### src/rtl/pcb_pkg.sv
package pcb_pkg;
   typedef enum logic [1:0] {
      OP_NOP  = 2'b00,
      OP_ON   = 2'b01,
      OP_OFF  = 2'b10,
      OP_STAT = 2'b11
   } pcb_op_e;

   localparam logic SRC_PRI = 1'b0;
   localparam logic SRC_SEC = 1'b1;
endpackage

### src/rtl/pcb_arbiter.sv
module pcb_arbiter #(
   parameter int ADDR_W = 4
) (
   input  logic              clk,
   input  logic              rst_n,
   input  logic              dis_rst,
   input  logic              pri_stb,
   input  logic [ADDR_W-1:0] pri_addr,
   input  logic [1:0]        pri_op,
   input  logic              sec_stb,
   input  logic [ADDR_W-1:0] sec_addr,
   input  logic [1:0]        sec_op,
   output logic              cmd_vld,
   output logic [ADDR_W-1:0] cmd_addr,
   output logic [1:0]        cmd_op,
   output logic              cmd_src,
   output logic              pend_vld
);
   import pcb_pkg::*;

   logic [ADDR_W-1:0] pend_addr;
   logic [1:0]        pend_op;
   logic              gnt_pri, gnt_pend, gnt_sec;

   // fixed priority: external master, then parked command, then fresh processor strobe
   always_comb begin
      gnt_pri  = pri_stb;
      gnt_pend = !pri_stb && pend_vld;
      gnt_sec  = !pri_stb && !pend_vld && sec_stb;
      cmd_vld  = gnt_pri || gnt_pend || gnt_sec;
      cmd_src  = gnt_pri ? SRC_PRI : SRC_SEC;
      if (gnt_pri) begin
         cmd_addr = pri_addr;
         cmd_op   = pri_op;
      end else if (gnt_pend) begin
         cmd_addr = pend_addr;
         cmd_op   = pend_op;
      end else begin
         cmd_addr = sec_addr;
         cmd_op   = sec_op;
      end
   end

   always_ff @(posedge clk or negedge rst_n) begin
      if (!rst_n) begin
         pend_vld  <= 1'b0;
         pend_addr <= '0;
         pend_op   <= 2'b00;
      end else if (dis_rst) begin
         pend_vld  <= 1'b0;
      end else if (pend_vld) begin
         if (!pri_stb) pend_vld <= 1'b0;
      end else if (pri_stb && sec_stb) begin
         pend_vld  <= 1'b1;
         pend_addr <= sec_addr;
         pend_op   <= sec_op;
      end
   end

   p_grant_excl_r4: assert property (@(posedge clk) disable iff (!rst_n)
      $onehot0({gnt_pri, gnt_pend, gnt_sec}));
   p_park_on_clash_r4: assert property (@(posedge clk) disable iff (!rst_n)
      (pri_stb && sec_stb && !pend_vld && !dis_rst) |=> pend_vld);
   p_park_held_r4: assert property (@(posedge clk) disable iff (!rst_n)
      (pend_vld && pri_stb && !dis_rst) |=> (pend_vld && $stable(pend_addr) && $stable(pend_op)));
   p_dis_clears_r6: assert property (@(posedge clk) disable iff (!rst_n)
      dis_rst |=> !pend_vld);
endmodule

### src/rtl/pcb_decode.sv
module pcb_decode #(
   parameter int                ADDR_W  = 4,
   parameter logic [ADDR_W-1:0] MY_ADDR = '0
) (
   input  logic              cmd_vld,
   input  logic [ADDR_W-1:0] cmd_addr,
   input  logic [1:0]        cmd_op,
   output logic              hit_on,
   output logic              hit_off,
   output logic              hit_stat
);
   import pcb_pkg::*;

   logic [ADDR_W-1:0] bit_eq;
   logic              addr_hit;

   for (genvar i = 0; i < ADDR_W; i++) begin : g_cmp
      assign bit_eq[i] = cmd_addr[i] ~^ MY_ADDR[i];
   end

   assign addr_hit = cmd_vld && (&bit_eq);

   always_comb begin
      hit_on   = addr_hit && (cmd_op == OP_ON);
      hit_off  = addr_hit && (cmd_op == OP_OFF);
      hit_stat = addr_hit && (cmd_op == OP_STAT);
   end

   always_comb begin
      a_decode_excl_r3: assert ($onehot0({hit_on, hit_off, hit_stat}));
   end
endmodule

### src/rtl/pcb_power.sv
module pcb_power #(
   parameter bit ESSENTIAL = 1'b0
) (
   input  logic clk,
   input  logic rst_n,
   input  logic dis_rst,
   input  logic hit_on,
   input  logic hit_off,
   input  logic hit_stat,
   input  logic cmd_src,
   input  logic health_ok,
   output logic pwr_en,
   output logic sts_valid,
   output logic sts_pwr,
   output logic sts_health,
   output logic sts_to_sec
);
   localparam logic PWR_MIN = ESSENTIAL;

   always_ff @(posedge clk or negedge rst_n) begin
      if (!rst_n) begin
         pwr_en     <= PWR_MIN;
         sts_valid  <= 1'b0;
         sts_pwr    <= 1'b0;
         sts_health <= 1'b0;
         sts_to_sec <= 1'b0;
      end else if (dis_rst) begin
         pwr_en     <= PWR_MIN;
         sts_valid  <= 1'b0;
      end else begin
         if (hit_on)       pwr_en <= 1'b1;
         else if (hit_off) pwr_en <= 1'b0;
         sts_valid <= hit_stat;
         if (hit_stat) begin
            sts_pwr    <= pwr_en;
            sts_health <= health_ok;
            sts_to_sec <= cmd_src;
         end
      end
   end

   p_on_r1: assert property (@(posedge clk) disable iff (!rst_n)
      (hit_on && !dis_rst) |=> pwr_en);
   p_off_r2: assert property (@(posedge clk) disable iff (!rst_n)
      (hit_off && !dis_rst) |=> !pwr_en);
   p_hold_r3: assert property (@(posedge clk) disable iff (!rst_n)
      (!hit_on && !hit_off && !dis_rst) |=> $stable(pwr_en));
   p_reply_r5: assert property (@(posedge clk) disable iff (!rst_n)
      sts_valid |-> $past(hit_stat && !dis_rst));
   p_dis_min_r6: assert property (@(posedge clk) disable iff (!rst_n)
      dis_rst |=> (pwr_en == PWR_MIN && !sts_valid));
endmodule

### src/rtl/pcb_slave.sv
module pcb_slave #(
   parameter int                ADDR_W    = 4,
   parameter logic [ADDR_W-1:0] MY_ADDR   = 4'h5,
   parameter bit                ESSENTIAL = 1'b0
) (
   input  logic              clk,
   input  logic              rst_n,
   input  logic              dis_rst,
   input  logic              pri_stb,
   input  logic [ADDR_W-1:0] pri_addr,
   input  logic [1:0]        pri_op,
   input  logic              sec_stb,
   input  logic [ADDR_W-1:0] sec_addr,
   input  logic [1:0]        sec_op,
   input  logic              health_ok,
   output logic              pwr_en,
   output logic              sec_wait,
   output logic              sts_valid,
   output logic              sts_pwr,
   output logic              sts_health,
   output logic              sts_to_sec
);
   if (ADDR_W < 1 || ADDR_W > 16) begin : g_bad_width
      $error("pcb_slave: ADDR_W must lie in 1..16");
   end

   logic              cmd_vld, cmd_src;
   logic [ADDR_W-1:0] cmd_addr;
   logic [1:0]        cmd_op;
   logic              hit_on, hit_off, hit_stat;

   pcb_arbiter #(.ADDR_W(ADDR_W)) u_arb (
      .clk(clk), .rst_n(rst_n), .dis_rst(dis_rst),
      .pri_stb(pri_stb), .pri_addr(pri_addr), .pri_op(pri_op),
      .sec_stb(sec_stb), .sec_addr(sec_addr), .sec_op(sec_op),
      .cmd_vld(cmd_vld), .cmd_addr(cmd_addr), .cmd_op(cmd_op),
      .cmd_src(cmd_src), .pend_vld(sec_wait)
   );

   pcb_decode #(.ADDR_W(ADDR_W), .MY_ADDR(MY_ADDR)) u_dec (
      .cmd_vld(cmd_vld), .cmd_addr(cmd_addr), .cmd_op(cmd_op),
      .hit_on(hit_on), .hit_off(hit_off), .hit_stat(hit_stat)
   );

   pcb_power #(.ESSENTIAL(ESSENTIAL)) u_pwr (
      .clk(clk), .rst_n(rst_n), .dis_rst(dis_rst),
      .hit_on(hit_on), .hit_off(hit_off), .hit_stat(hit_stat),
      .cmd_src(cmd_src), .health_ok(health_ok),
      .pwr_en(pwr_en), .sts_valid(sts_valid), .sts_pwr(sts_pwr),
      .sts_health(sts_health), .sts_to_sec(sts_to_sec)
   );

   p_sec_ignored_r8: assert property (@(posedge clk) disable iff (!rst_n)
      (sec_wait && !pri_stb && !dis_rst) |=> !sec_wait);
endmodule

### config.mk
export PLATFORM = sky130hd
export DESIGN_NAME = pcb_slave
export DESIGN_NICKNAME = d
export VERILOG_FILES = /design/src/rtl/pcb_pkg.sv /design/src/rtl/pcb_arbiter.sv /design/src/rtl/pcb_decode.sv /design/src/rtl/pcb_power.sv /design/src/rtl/pcb_slave.sv
export SDC_FILE = /design/constraint.sdc
export NUM_CORES = 1
export LEC_CHECK = 0
export BUFFER_PORTS_ARGS = -buffer_cell sky130_fd_sc_hd__buf_2
export CORE_MARGIN = 4
export CORE_UTILIZATION = 38
export CTS_BUF_LIST = sky130_fd_sc_hd__clkbuf_8
export DETAILED_ROUTE_END_ITERATION = 10
export PLACE_DENSITY = 0.63
export SYNTH_ARGS = -nofsm -noshare
export SYNTH_HDL_FRONTEND = slang
export SYNTH_SLANG_ARGS = --single-unit
### constraint.sdc
create_clock -name clk -period 4.75 [get_ports clk]
set_clock_uncertainty 0.2 [all_clocks]
set_input_delay 0 -clock clk [delete_from_list [all_inputs] [get_ports clk]]
set_output_delay 0 -clock clk [all_outputs]
set_load 0.01 [all_outputs]
==> impl_metrics.csv, run 1 <==
group,metric,value,unit
outcome,status,"finished, final reports clean",
route,drtIter0Drc,9,
floorplanning,start_util,0.425,
synthesis,syn_area,581,um^2
floorplanning,die-area,2220,um^2
global_routing,grt_antenna_before_repair,0,
clock_tree,cts_tree,"yes",
clock_tree,htreeDepth,1,
floorplanning,rows,13,
timing,fin_setup_tns,0,ps
global_routing,overflow,0,
route,vias,500,
synthesis,seq_area_frac_synth,0.517,
synthesis,synth_fa_ha_area_frac,0,
place,dp_slack,2310,ps
route,wl,1310,um
worst_setup_path,reg2regPathDepth,5,
synthesis,synth_area_per_cell,12.6,um^2
clock_tree,post_cts_buffers,0,
cells_and_area,n_antenna_cell,0,
cells_and_area,nNetsFinal,104,
floorplanning,die_x,47.1,um
timing,min_period,2440,ps
route,antenna_left,0,
clock_tree,cts_num_sinks,12,
place,io_buffers,23,
cells_and_area,fin_cells,100,
worst_setup_path,crit_required,4680,ps
floorplanning,coreArea,1370,um^2
timing,max_freq,0.409,GHz
route,wl_per_cell,13.1,um
route,dr.pass1.iters,3,
cells_and_area,final_cell_mix,"23 x buf_2, 14 x dlygate4sd3_1, 12 x dfrtp_1",
worst_setup_path,critical_path_class,"reg2reg",
synthesis,synth_seq_cells,12,
min_path,hold_class,"in2reg",
clock_tree,cts_max_path_buffers,2,
clock_tree,worstSkewPairLatency,240,ps
timing,rsz0062_at_grt,"no",
route,drcViolationCount,0,
global_routing,grt_pass1_vias,499,
timing,finalSetupViolations,0,
global_routing,grt_pass1_wl,2080,um
power_and_ir_drop,p_leak,0.447,nW
global_routing,grt_max_degree,13,
power_and_ir_drop,ir_drop,210,uV
place,gp_congestion,0.782,
timing,slew_violations,0,
power_and_ir_drop,total_power,0.000280,W
synthesis,synthXorXnorAreaFrac,0,
timing,slew_headroom,0.635,
floorplanning,io_pins,24,
power_and_ir_drop,powerDensity,313,nW/um^2
cells_and_area,mostFrequentLayoutCell,"buf_2",
synthesis,synth_top_cell_by_area,"dfrtp_1",
cells_and_area,drive_above_1_share,0.435,
clock_tree,ctsHoldBuffers,14,
synthesis,syn_nets,64,
worst_setup_path,worst_setup_path_end_kind,"flop",
synthesis,synth_area_leaders,"dfrtp_1 52%, mux2_2 12%, mux2i_1 5.2%",
global_routing,track_usage,0.135,
floorplanning,die_height,47.1,um
synthesis,ys_types,21,
synthesis,synth_mux_area_frac,0.220,
place,placed_cells,82,
worst_setup_path,critical_path_arrival,2370,ps
synthesis,synthSimpleGateAreaFrac,0.183,
clock_tree,ctsResizeCount,0,
min_path,hold_path_depth,5,
timing,worst_pin_slew,545,ps
synthesis,synth_compound_area_frac,0.0388,
worst_setup_path,start_kind,"flop",
synthesis,synth_top_family_by_area,"multiplexers",
synthesis,synth_top_cell_area_share,0.517,
worst_setup_path,worstPathMaxFanout,7,
job,maxCapViolCount,0,
timing,post-route-period-util,0.514,
synthesis,synth_warnings,0,
synthesis,netlist_instances,46,
route,vias_per_cell,5.00,
clock_tree,cts_buffers,3,
timing,hold_viol,0,
timing,worst_slack,2310,ps
clock_tree,clock-root-buffer,"clkbuf_8",
cells_and_area,areaGrowthSynthToFinish,53.9,%
clock_tree,clkSlewWorstSetupHoldPaths,60,ps
-- synthesized netlist by cell type, drive strengths merged --
cell type / n
o31ai: 1
inv: 2
nor4b: 1
mux2: 8
o21ai: 1
or4b: 1
nor2: 4
or3: 1
mux2i: 3
a21oi: 2
nor3b: 1
dfrtp: 12
or2b: 1
nand3b: 1
nand2: 1
nand4: 1
buf: 2
nand4b: 2
and3: 1
-- kinds of logic after synthesis --
logic type / count (synthesis)
buf+inv: 4
simple gates: 15
mux: 11
flops: 12
compound gates: 4
-- worst paths after layout --
path	from	endpoint	slack [ps]
min in group asynchronous	rst_n	u_arb.pend_addr[1]	600
max reg2reg	u_arb.pend_vld	u_pwr.sts_health	2310
max	u_arb.pend_vld	u_pwr.sts_health	2310
min reg2reg	u_arb.pend_addr[3]	u_arb.pend_addr[3]	300
max in group asynchronous	rst_n	u_arb.pend_op[1]	3390
min	pri_op[0]	u_pwr.sts_valid	240
-- layer usage --
layer / share of wire / wire [um] / vias up / global-route usage
li1: - / - / 243 / -
met1: 0.43 / 569 / 233 / 0.166
met2: 0.47 / 614 / 22 / 0.206
met3: 0.082 / 107 / 2 / 0.0651
met4: 0.015 / 19 / 0 / 0.0442
met5: 0 / 0 / - / 0
-- state kept, by name, summed over array words and instances, names as in the netlist --
register,flops
u_arb.pend_op,2
u_arb.pend_vld,1
u_pwr.sts_health,1
u_pwr.sts_to_sec,1
u_pwr.sts_valid,1
u_arb.pend_addr,4
u_pwr.pwr_en,1
u_pwr.sts_pwr,1
-- worst max-delay path, stage by stage (launching register included) --
cell and delay (ps):
dfrtp_1 480, nor4b_1 370, nand4b_1 140, and3_4 190, or4b_1 620, mux2_4 330
-- per-stage QoR --
step,cell area [um^2],utilization,hold slack (ps)
after CTS,893,0.654,240
after floorplan,581,-,-496
after global routing,893,0.654,253
final,893,0.654,235
after global placement,698,0.511,-306
after detailed placement,698,0.511,-305
-- layout make-up --
class	instances	area, um^2
tap	15	18.8
fill	123	473
clock buffer	4	55.1
inverter	2	7.51
sequential	12	300
multi-input combinational	30	256
timing repair buffer	37	255
-- report_power, final --
part           leakage [nW]  internal (W)  switching (W)
clock                0.0288     0.0000733      0.0000397
sequential            0.149      0.000116     0.00000727
combinational         0.269     0.0000277      0.0000161
No activity file was read; power rests on OpenSTA's default activity.
==> run 2: changes to the inputs <==
==> constraint.sdc (replaced) <==
create_clock -name clk -period 2.5 [get_ports clk]
set_clock_uncertainty 0.2 [all_clocks]
set_input_delay 0 -clock clk [delete_from_list [all_inputs] [get_ports clk]]
set_output_delay 0 -clock clk [all_outputs]
set_load 0.01 [all_outputs]
==> impl_metrics.csv, run 2 (synthesized netlist as in run 1, its figures left out) <==
group,metric,value,unit
outcome,status,"finished, final reports clean",
route,vias_per_cell,5.07,
worst_setup_path,start_kind,"input port",
global_routing,grt_pass1_wl,2230,um
global_routing,grt_antenna_before_repair,0,
power_and_ir_drop,power_switching,0.000112,W
timing,hold_viol,0,
global_routing,track_usage,0.149,
place,dp_slack,229,ps
route,antenna_left,0,
worst_setup_path,reg2regPathDepth,6,
floorplanning,start_util,0.425,
timing,min_period,2390,ps
floorplanning,die_height,47.1,um
timing,finalSetupViolations,0,
power_and_ir_drop,power_frac_seq,0.475,
power_and_ir_drop,p_int,0.000380,W
floorplanning,die_x,47.1,um
place,io_buffers,23,
timing,slew_violations,0,
cells_and_area,areaGrowthSynthToFinish,53.4,%
timing,rsz0062_at_grt,"no",
route,drcViolationCount,0,
worst_setup_path,critical_path_arrival,2310,ps
worst_setup_path,worst_setup_path_end_kind,"flop",
cells_and_area,seq_area,300,um^2
power_and_ir_drop,total_power,0.000492,W
worst_setup_path,worstPathMaxFanout,9,
min_path,hold_class,"in2reg",
timing,hold_slack,158,ps
cells_and_area,top_register,"u_arb.pend_addr",
floorplanning,io_pins,24,
timing,max_freq,0.419,GHz
cells_and_area,largest_reg_flops,4,
timing,fin_setup_tns,0,ps
power_and_ir_drop,p_comb_frac,0.177,
cells_and_area,mostFrequentLayoutCell,"buf_2",
global_routing,overflow,0,
clock_tree,post_cts_buffers,0,
min_path,hold_path_depth,5,
power_and_ir_drop,p_sw_frac,0.228,
min_path,holdPathEnd,"u_pwr.sts_valid",
worst_setup_path,crit_required,2420,ps
clock_tree,cts_tree,"yes",
place,gp_congestion,0.774,
cells_and_area,drive_above_1_share,0.447,
timing,worst_slack,111,ps
route,vias,507,
clock_tree,clkSlewWorstSetupHoldPaths,50,ps
cells_and_area,multi_input_area,260,um^2
route,wl_per_cell,14.4,um
min_path,worstHoldStart,"pri_addr[0]",
power_and_ir_drop,powerDensity,552,nW/um^2
route,wl,1440,um
worst_setup_path,critical_path_class,"in2reg",
global_routing,grt_pass1_vias,534,
timing,post-route-period-util,0.956,
clock_tree,clock-root-buffer,"clkbuf_8",
clock_tree,cts_max_path_buffers,2,
floorplanning,die-area,2220,um^2
worst_setup_path,r2r-end,"u_pwr.pwr_en",
floorplanning,coreArea,1370,um^2
floorplanning,rows,13,
timing,slew_headroom,0.618,
cells_and_area,nNetsFinal,105,
worst_setup_path,rrSetupSlack,280,ps
cells_and_area,final_cell_mix,"23 x buf_2, 14 x dlygate4sd3_1, 12 x dfrtp_1",
power_and_ir_drop,p_leak,0.447,nW
route,dr.pass1.iters,3,
global_routing,grt_max_degree,13,
power_and_ir_drop,clkPwrFrac,0.348,
cells_and_area,fillers,114,
cells_and_area,n_antenna_cell,0,
clock_tree,cts_buffers,3,
timing,worst_pin_slew,570,ps
clock_tree,htreeDepth,1,
power_and_ir_drop,ir_drop,399,uV
worst_setup_path,r2r_start,"u_arb.pend_vld",
clock_tree,cts_num_sinks,12,
cells_and_area,reg_top3,"u_arb.pend_addr: 4 flops, u_arb.pend_op: 2 flops",
route,drtIter0Drc,6,
clock_tree,worstSkewPairLatency,240,ps
job,maxCapViolCount,0,
run 2: worst max-delay path, stage by stage:
cell and delay, ps:
dlygate4sd3_1 530, buf_2 170, nand4b_1 200, or3_1 320, and3_4 190, o31ai_1 230
a21oi_1 90, dlygate4sd3_1 560
run 2: metal layers:
layer	track usage	vias to the layer above	share of wire
li1	-	243	-
met2	0.249	22	0.48
met3	0.0690	4	0.072
met4	0.0608	0	0.033
met5	0	-	0
met1	0.162	238	0.41
run 2: power groups by stage:
stage | sequential, W | combinational, W | clock [W]
2_1_floorplan | 0.000235 | 0.0000388 | 0
3_3_place_gp | 0.000235 | 0.0000701 | 0
3_5_place_dp | 0.000235 | 0.0000711 | 0
4_1_cts | 0.000232 | 0.0000867 | 0.000177
5_1_grt | 0.000236 | 0.0000975 | 0.000186
6_report | 0.000234 | 0.0000870 | 0.000171
run 2: worst max path at each step:
stage / end / start / depth (start not counted) / slack [ps]
3_3_place_gp: u_pwr.sts_health / u_arb.pend_vld / 5 / 260
6_report: u_pwr.pwr_en / pri_stb / 8 / 110
2_1_floorplan: u_pwr.sts_health / u_arb.pend_vld / 7 / 140
5_1_grt: u_pwr.pwr_en / pri_stb / 8 / 4
4_1_cts: u_pwr.sts_health / pri_stb / 7 / 110
3_5_place_dp: u_pwr.sts_health / u_arb.pend_vld / 5 / 230
run 2: cell type report:
| cell class | count | share of cell area |
|---|---|---|
| multi-input cells | 30 | 0.292 |
| well taps | 15 | 0.0211 |
| inverters | 2 | 0.00843 |
| flip-flops and latches | 12 | 0.337 |
| repair buffers | 38 | 0.295 |
| clock buffers | 3 | 0.0463 |
run 2: stage by stage:
| step | utilization | area (um^2) | cells |
|---|---|---|---|
| 2_1_floorplan | - | 581 | 46 |
| 3_3_place_gp | 0.516 | 706 | 83 |
| 3_5_place_dp | 0.516 | 706 | 83 |
| 4_1_cts | 0.649 | 887 | 100 |
| 5_1_grt | 0.652 | 891 | 100 |
| 6_report | 0.652 | 891 | 100 |
run 2: what timing repair did:
item | CTS | global route
setup endpoints to repair | 0 | 2
hold buffers | 14 | 0
resized for setup | 0 | 1
endpoints found under the hold margin | 22 | 0
